## src/rtl/irq_pkg.sv

```systemverilog
package irq_pkg;
  localparam int ADDR_W = 3;
  localparam logic [ADDR_W-1:0] A_PEND = 3'd0;
  localparam logic [ADDR_W-1:0] A_MASK = 3'd1;
  localparam logic [ADDR_W-1:0] A_CLR  = 3'd2;
  localparam logic [ADDR_W-1:0] A_FRC  = 3'd3;
  localparam logic [ADDR_W-1:0] A_TCTL = 3'd4;
endpackage

```

## src/rtl/irq_regs.sv

```systemverilog
module irq_regs
  import irq_pkg::*;
#(
  parameter int NSRC    = 15,
  parameter int DW      = 32,
  parameter int FEN_BIT = 19,
  localparam int VW     = NSRC + 1
) (
  input  logic              clk_i,
  input  logic              rst_ni,
  input  logic              bus_wr_i,
  input  logic [ADDR_W-1:0] bus_addr_i,
  input  logic [DW-1:0]     bus_wdata_i,
  input  logic [VW-1:0]     pend_i,
  output logic [VW-1:0]     mask_o,
  output logic              fen_o,
  output logic [VW-1:0]     clr_o,
  output logic [VW-1:0]     frc_o,
  output logic [DW-1:0]     rdata_o
);
  logic [VW-1:0] mask_q;
  logic          fen_q;
  logic [VW-1:0] wbits;
  logic          unused_wd;

  assign wbits     = {bus_wdata_i[NSRC:1], 1'b0};
  assign unused_wd = ^bus_wdata_i;

  always_ff @(posedge clk_i or negedge rst_ni) begin
    if (!rst_ni) begin
      mask_q <= {{NSRC{1'b1}}, 1'b0};
      fen_q  <= 1'b0;
    end else if (bus_wr_i) begin
      if (bus_addr_i == A_MASK) mask_q <= wbits;
      if (bus_addr_i == A_TCTL) fen_q  <= bus_wdata_i[FEN_BIT];
    end
  end

  assign clr_o  = (bus_wr_i && bus_addr_i == A_CLR) ? wbits : '0;
  assign frc_o  = (bus_wr_i && bus_addr_i == A_FRC && fen_q) ? wbits : '0;
  assign mask_o = mask_q;
  assign fen_o  = fen_q;

  always_comb begin
    rdata_o = '0;
    case (bus_addr_i)
      A_PEND:  rdata_o = DW'(pend_i);
      A_MASK:  rdata_o = DW'(mask_q);
      A_TCTL:  rdata_o[FEN_BIT] = fen_q;
      default: rdata_o = '0;
    endcase
  end
endmodule

```

## src/rtl/irq_pend.sv

```systemverilog
module irq_pend #(
  parameter int NSRC = 15,
  localparam int VW  = NSRC + 1,
  localparam int LW  = $clog2(NSRC + 1)
) (
  input  logic          clk_i,
  input  logic          rst_ni,
  input  logic [VW-1:0] req_i,
  input  logic [VW-1:0] clr_i,
  input  logic [VW-1:0] frc_i,
  input  logic          ack_i,
  input  logic [LW-1:0] ack_level_i,
  output logic [VW-1:0] pend_o
);
  logic unused_b0;
  assign unused_b0 = req_i[0] ^ clr_i[0] ^ frc_i[0];
  assign pend_o[0] = 1'b0;

  for (genvar g = 1; g < VW; g++) begin : g_bit
    logic ack_hit;
    assign ack_hit = ack_i && (ack_level_i == LW'(g));
    // set sources win over clear sources
    always_ff @(posedge clk_i or negedge rst_ni) begin
      if (!rst_ni) pend_o[g] <= 1'b0;
      else         pend_o[g] <= (pend_o[g] & ~clr_i[g] & ~ack_hit) | req_i[g] | frc_i[g];
    end
  end
endmodule

```

## src/rtl/irq_arb.sv

```systemverilog
module irq_arb #(
  parameter int NSRC = 15,
  localparam int VW  = NSRC + 1,
  localparam int LW  = $clog2(NSRC + 1)
) (
  input  logic [VW-1:0] pend_i,
  input  logic [VW-1:0] mask_i,
  output logic [LW-1:0] level_o
);
  logic [VW-1:0] active;
  logic          unused_a0;
  assign active    = pend_i & ~mask_i;
  assign unused_a0 = active[0];

  always_comb begin
    level_o = '0;
    for (int i = 1; i < VW; i++)
      if (active[i]) level_o = LW'(i);
  end
endmodule

```

## src/rtl/prio_irq_ctrl.sv

```systemverilog
module prio_irq_ctrl
  import irq_pkg::*;
#(
  parameter int NSRC            = 15,
  parameter int DW              = 32,
  parameter int FEN_BIT         = 19,
  parameter int TW              = 8,
  parameter logic [7:0] TRAP_BASE = 8'h10,
  localparam int VW             = NSRC + 1,
  localparam int LW             = $clog2(NSRC + 1)
) (
  input  logic              clk_i,
  input  logic              rst_ni,
  input  logic [VW-1:0]     src_req_i,
  input  logic              bus_wr_i,
  input  logic [ADDR_W-1:0] bus_addr_i,
  input  logic [DW-1:0]     bus_wdata_i,
  output logic [DW-1:0]     bus_rdata_o,
  input  logic              ack_i,
  input  logic [LW-1:0]     ack_level_i,
  output logic [LW-1:0]     irq_level_o,
  output logic [TW-1:0]     irq_trap_o
);
  logic [VW-1:0] pend_q, mask_q, clr_s, frc_s;
  logic          fen_q;
  logic [LW-1:0] lvl;

  irq_regs #(.NSRC(NSRC), .DW(DW), .FEN_BIT(FEN_BIT)) u_regs (
    .clk_i, .rst_ni, .bus_wr_i, .bus_addr_i, .bus_wdata_i,
    .pend_i(pend_q), .mask_o(mask_q), .fen_o(fen_q),
    .clr_o(clr_s), .frc_o(frc_s), .rdata_o(bus_rdata_o)
  );

  irq_pend #(.NSRC(NSRC)) u_pend (
    .clk_i, .rst_ni, .req_i(src_req_i), .clr_i(clr_s), .frc_i(frc_s),
    .ack_i, .ack_level_i, .pend_o(pend_q)
  );

  irq_arb #(.NSRC(NSRC)) u_arb (.pend_i(pend_q), .mask_i(mask_q), .level_o(lvl));

  assign irq_level_o = lvl;
  assign irq_trap_o  = (lvl == '0) ? '0 : TW'(TRAP_BASE) + TW'(lvl);
endmodule

```

## config.mk

```make
export PLATFORM = sky130hd
export DESIGN_NAME = prio_irq_ctrl
export DESIGN_NICKNAME = d
export VERILOG_FILES = /design/src/rtl/irq_pkg.sv /design/src/rtl/irq_regs.sv /design/src/rtl/irq_pend.sv /design/src/rtl/irq_arb.sv /design/src/rtl/prio_irq_ctrl.sv
export SDC_FILE = /design/constraint.sdc
export NUM_CORES = 1
export LEC_CHECK = 0
export CAP_MARGIN = 40
export CORE_ASPECT_RATIO = 1.25
export CORE_MARGIN = 4
export CORE_UTILIZATION = 25
export DETAILED_ROUTE_END_ITERATION = 8
export DONT_BUFFER_PORTS = 1
export GPL_TIMING_DRIVEN = 0
export PLACE_DENSITY = 0.44
export SLEW_MARGIN = 25
export SYNTH_ARGS = -nofsm -noshare
export SYNTH_HDL_FRONTEND = slang
export SYNTH_HIERARCHICAL = 1
export SYNTH_SLANG_ARGS = --single-unit
```

## constraint.sdc

```tcl
create_clock -name clk_i -period 2.52 [get_ports clk_i]
set_input_delay 0.504 -clock clk_i [delete_from_list [all_inputs] [get_ports clk_i]]
set_output_delay 0.504 -clock clk_i [all_outputs]
set_load 0.01 [all_outputs]
```

* Yosys cells after proc, flatten, opt, wreduce, memory -nomap -nowiden
Cells that the tools add are included.
** Word-level totals
- Flip-flop bits (word level) :: 31
- Input bits :: 59
- Logic and storage cells :: 171
** Operators by class
- Add/sub/neg operators :: 1
- Eq/ne operators :: 19
- Multiplexer cells :: 20
- Bitwise logic cells :: 92
- Reduce and logical (&&, ||, !) cells :: 22
** Operators with widths (count)
- equality test 4 bit, second input constant :: 8
- 2-to-1 mux 16 bit :: 2
- 2-to-1 mux 4 bit :: 8
- one-hot mux 16 bit (2 select lines) :: 1
- AND 1 bit :: 30
- inverter 1 bit :: 30
- OR 1 bit :: 30
- logical AND 1 bit :: 18
- AND 16 bit :: 1
- equality test 4 x 3 -> 1 bit, second input constant :: 4
- inverter 16 bit :: 1
- 2-to-1 mux 3 bit :: 4
- equality test 4 x 2 -> 1 bit, second input constant :: 2
- adder 5 x 4 -> 6 bit, first input constant :: 1
- equality test 3 x 2 -> 1 bit, second input constant :: 2
- 2-to-1 mux 6 bit :: 1
- equality test 4 x 1 -> 1 bit, second input constant :: 1
- zero test 4 bit :: 1
- 2-to-1 mux 2 bit :: 2
- AND reduction 2 bit :: 2
- equality test 3 x 1 -> 1 bit, second input constant :: 1
- equality test 3 bit, second input constant :: 1
- zero test 3 bit :: 1
- 2-to-1 mux 1 bit :: 2

* Depth between registers and ports, before layout
- Depth in word-level cells :: 19
- Mapped depth :: 6

* Hierarchy
The synthesis kept the hierarchy.
** Modules (own cells, without submodules)
- irq_regs :: times used 1, cells an instance 144, area an instance 1340.0 um2, sequential area each 419.2 um2
- irq_pend :: times used 1, cells an instance 84, area an instance 899.6 um2, sequential area each 375.4 um2
- irq_arb :: times used 1, cells an instance 41, area an instance 284.0 um2, sequential area each 0.0 um2
- prio_irq_ctrl :: times used 1, cells an instance 9, area an instance 48.8 um2, sequential area each 0.0 um2

* Worst setup path before layout
OpenSTA, ideal clock, no wires.
- Path type :: reg-to-output
- Start :: register u_regs.mask_q[14], in the netlist u_regs/mask_o[14]
- End :: output irq_trap_o[4]
- Arrival time :: 1.687 ns
- Setup slack :: 0.329 ns
- Stages on the path, launching flop included :: 5
- Path buffers :: 0
- Cells stage by stage :: dfstp_2 nor2b_4 nor4b_2 o2111ai_1 or4_1
** On the way
- Word-level cells in the longest chain between the ends :: 6
- Elaborated cells between the ends (all ways) :: 7
- Those cells by class :: add/sub (1); mux (3); bitwise (2); reduce/logical (1)
** RTL lines
- from (decl) :: RTL line irq_regs.sv:21 : logic [VW-1:0] mask_q;
- from (signal assigned) :: RTL line irq_regs.sv:31 : mask_q <= {{NSRC{1'b1}}, 1'b0};
- from (signal assigned) :: RTL line irq_regs.sv:34 : if (bus_addr_i == A_MASK) mask_q <= wbits;
- inverter 16 bit (*) :: RTL line irq_arb.sv:12 : assign active = pend_i & ~mask_i;
- AND 16 bit (*) :: RTL line irq_arb.sv:12
- 2-to-1 mux 4 bit (*) (2 in series) :: RTL line irq_arb.sv:18 : if (active[i]) level_o = LW'(i);
- via irq_level_o[3] :: RTL line prio_irq_ctrl.sv:21 : output logic [LW-1:0] irq_level_o,
- adder 5 x 4 -> 6 bit or zero test 4 bit (tied branches) :: RTL line prio_irq_ctrl.sv:42 : assign irq_trap_o = (lvl == '0) ? '0 : TW'(TRAP_BASE) + TW'(lvl);
- 2-to-1 mux 6 bit (*) :: RTL line prio_irq_ctrl.sv:42
- to (decl) :: RTL line prio_irq_ctrl.sv:22 : output logic [TW-1:0] irq_trap_o
Mark *: on every way through the listed nets, which the timed path passes. The rest lies on a longest branch.

* Worst setup path after layout
Same ends and word-level chain as after synthesis.

==> flow_summary_export.csv <==
group,metric,value,unit
cells_and_area,layout_commonest_cell,"nor2_1",
synth,syn-cell-area,0.002550,sq mm
clock_network,clockRootBuffer,"clkbuf_16",
clock_network,clockBufferDepth,2,
cells_and_area,area_growth,18.99,%
die,core_area,0.009809,sq mm
clock_network,cts_sinks,31,
cells_and_area,drive_gt1_frac,0.3289,
worst_hold_path,hp-class,"in2async",
global_route,track_usage,0.1310,
timing,timing.setup.tns,0,ns
place,hpwl,5754,um
global_route,use_met1,0.1428,
cells_and_area,diodes,0,
setup_path,startpoint_type,"register",
die,rows,40,
setup_path,r2r_slack,0.73,ns
global_route,grt_busiest_layer,"met2",
setup_path,critPathMaxFanout,4,
power_and_ir_drop,p_per_area,583.5,mW/mm^2
synth,syn-mean-instance-area,9.273,sq um
global_route,grt_pass1_wl,11730,um
power_and_ir_drop,ir_drop,221.3,uV
timing,hold_viol_final,0,
global_route,use_met2,0.2377,
global_route,grt_max_degree,17,
timing,finClkSkew,0.003554,ns
global_route,antenna_found_initial,0,
detailed_routing,wire_per_inst,18.14,um
die,start_util,0.2599,
timing,setup-violations-final,0,
cells_and_area,layout_common_cells,"nor2_1 (31), inv_1 (23), buf_4 (21), conb_1 (19), nand2b_1 (17)",
synth,yosys_warnings,6,
clock_network,cts_tree,"built",
die,top_level_ports,103,
detailed_routing,dr.pass1.iters,4,
cells_and_area,fin_util,0.3093,
timing,fmax,398.4,MHz
power_and_ir_drop,p_leak,1.344,nW
place,port_buffers,0,
global_route,gr-usage-met3,0.04083,
global_route,globalRoute.totalOverflow,0,
outcome,status,"finished, final reports clean",
setup_path,critPathKind,"reg2out",
setup_path,r2r_end,"u_pend/pend_o[9]",
timing,rsz0062_at_grt,"yes",
timing,slew_viol_final,0,
global_route,grt_pass1_vias,1992,
die,dieArea,0.01189,sq mm
setup_path,critical_path.max_stage_delay,0.56,ns
timing,fin_crit,2.510,ns
clock_network,post-cts-setup-buffers,0,
clock_network,cts.clk_slew.worst_paths,0.05,ns
clock_network,insertion_delay,0.28,ns
detailed_routing,num_vias,1966,
setup_path,worst-r2r-cell-count,5,
setup_path,rr_startpoint,"u_regs/fen_o",
timing,fin_crit_sh,0.9961,
timing,tightestPinTransition,0.5778,ns
flow_run,timing.max_cap.violations,0,
setup_path,cp_data_arrival_time,2.01,ns
detailed_routing,first_iter_violations,73,
cells_and_area,fin_nets,359,
detailed_routing,drc,0,
detailed_routing,routed_wl,7746,um
detailed_routing,vias_per_cell,4.604,
setup_path,required,2.02,ns
die,die_x,98.33,um
setup_path,path_cells,"nor2b_4 -> nor4b_4 -> o2111ai_4 -> or4_4",
setup_path,crit_slowest_cell,"dfstp_2",
synth,synth_cells,275,
die,die_h,120.9,um
setup_path,crit_path_end_kind,"output port",
clock_network,cts_buffers,5,
clock_network,htreeDepth,2,
timing,maxSlewHeadroom,0.6148,
detailed_routing,ant_nets,0,
place,gp_congestion,0.7514,
[repair_timing]
item | 4_1_cts | 5_1_grt
gates cloned | 0 | 0
endpoints found under the setup margin | 1 | 2
resized for setup | 16 | 1
pin swaps | 7 | 0
hold buffers | 1 | 0
endpoints found under the hold margin | 16 | 0
[how the worst max path moves through the flow]
stage | depth (start not counted) | startpoint | end | slack [ns]
floorplan | 4 | u_regs/mask_o[14] | irq_trap_o[4] | 0.33
global placement | 5 | u_regs/mask_o[5] | irq_trap_o[4] | 0.11
detailed placement | 4 | u_regs/mask_o[13] | irq_trap_o[4] | 0.11
CTS | 4 | u_regs/mask_o[14] | irq_trap_o[4] | -0.02
global route | 4 | u_regs/mask_o[14] | irq_trap_o[4] | -0.09
finish | 4 | u_regs/mask_o[14] | irq_trap_o[4] | 0.01
[stage by stage]
stage | instances | total power, mW | setup slack [ns] | instance area [sq um] | hold WS [ns]
after CTS | 426 | 1.799 | -0.01608 | 3015 | 0.05340
after floorplan | 291 | 1.023 | 0.3287 | 2610 | 0.2084
after global placement | 417 | 1.117 | 0.1150 | 2768 | 0.2098
final | 427 | 1.770 | 0.009710 | 3034 | 0.06535
after global routing | 427 | 1.874 | -0.09348 | 3034 | 0.04680
after detailed placement | 417 | 1.123 | 0.1105 | 2768 | 0.2096
[layout make-up]
type                    count  area [sq um]
fillers                  1070          6775
multi-input cells         203          1592
flip-flops and latches     31         794.5
plain buffers              34         241.5
well taps                 126         157.7
clock buffers               7         132.6
inverters                  23         86.33
repair buffers              2         25.02
clock inverters             1         5.005
[report_power, final]
group	total, mW	switching [mW]	internal (mW)	leakage, nW
sequential	0.675	0.0682	0.606	0.306
clock	0.585	0.220	0.365	0.0679
combinational	0.511	0.267	0.244	0.970
[worst max-delay path, delay by kind of cell (launching register included)]
| kind | cells | cell delay (ns) |
|---|---|---|
| AO/OA/AOI/OAI | 1 | 0.21 |
| flip-flops | 1 | 0.56 |
| AND/OR/NAND/NOR | 3 | 0.96 |
[routing by layer]
metal	share of wire	wire length, um	up-vias
met3	0.075	578	8
met4	0.014	106	0
met5	0	0	-
met1	0.39	3011	928
met2	0.52	4050	64
li1	-	-	966
[registers in the layout, summed over array words and instances (netlist names)]
name / count
u_pend/pend_o: 15
u_regs/fen_o: 1
u_regs/mask_o: 15
(Power assumes the default switching activity.)
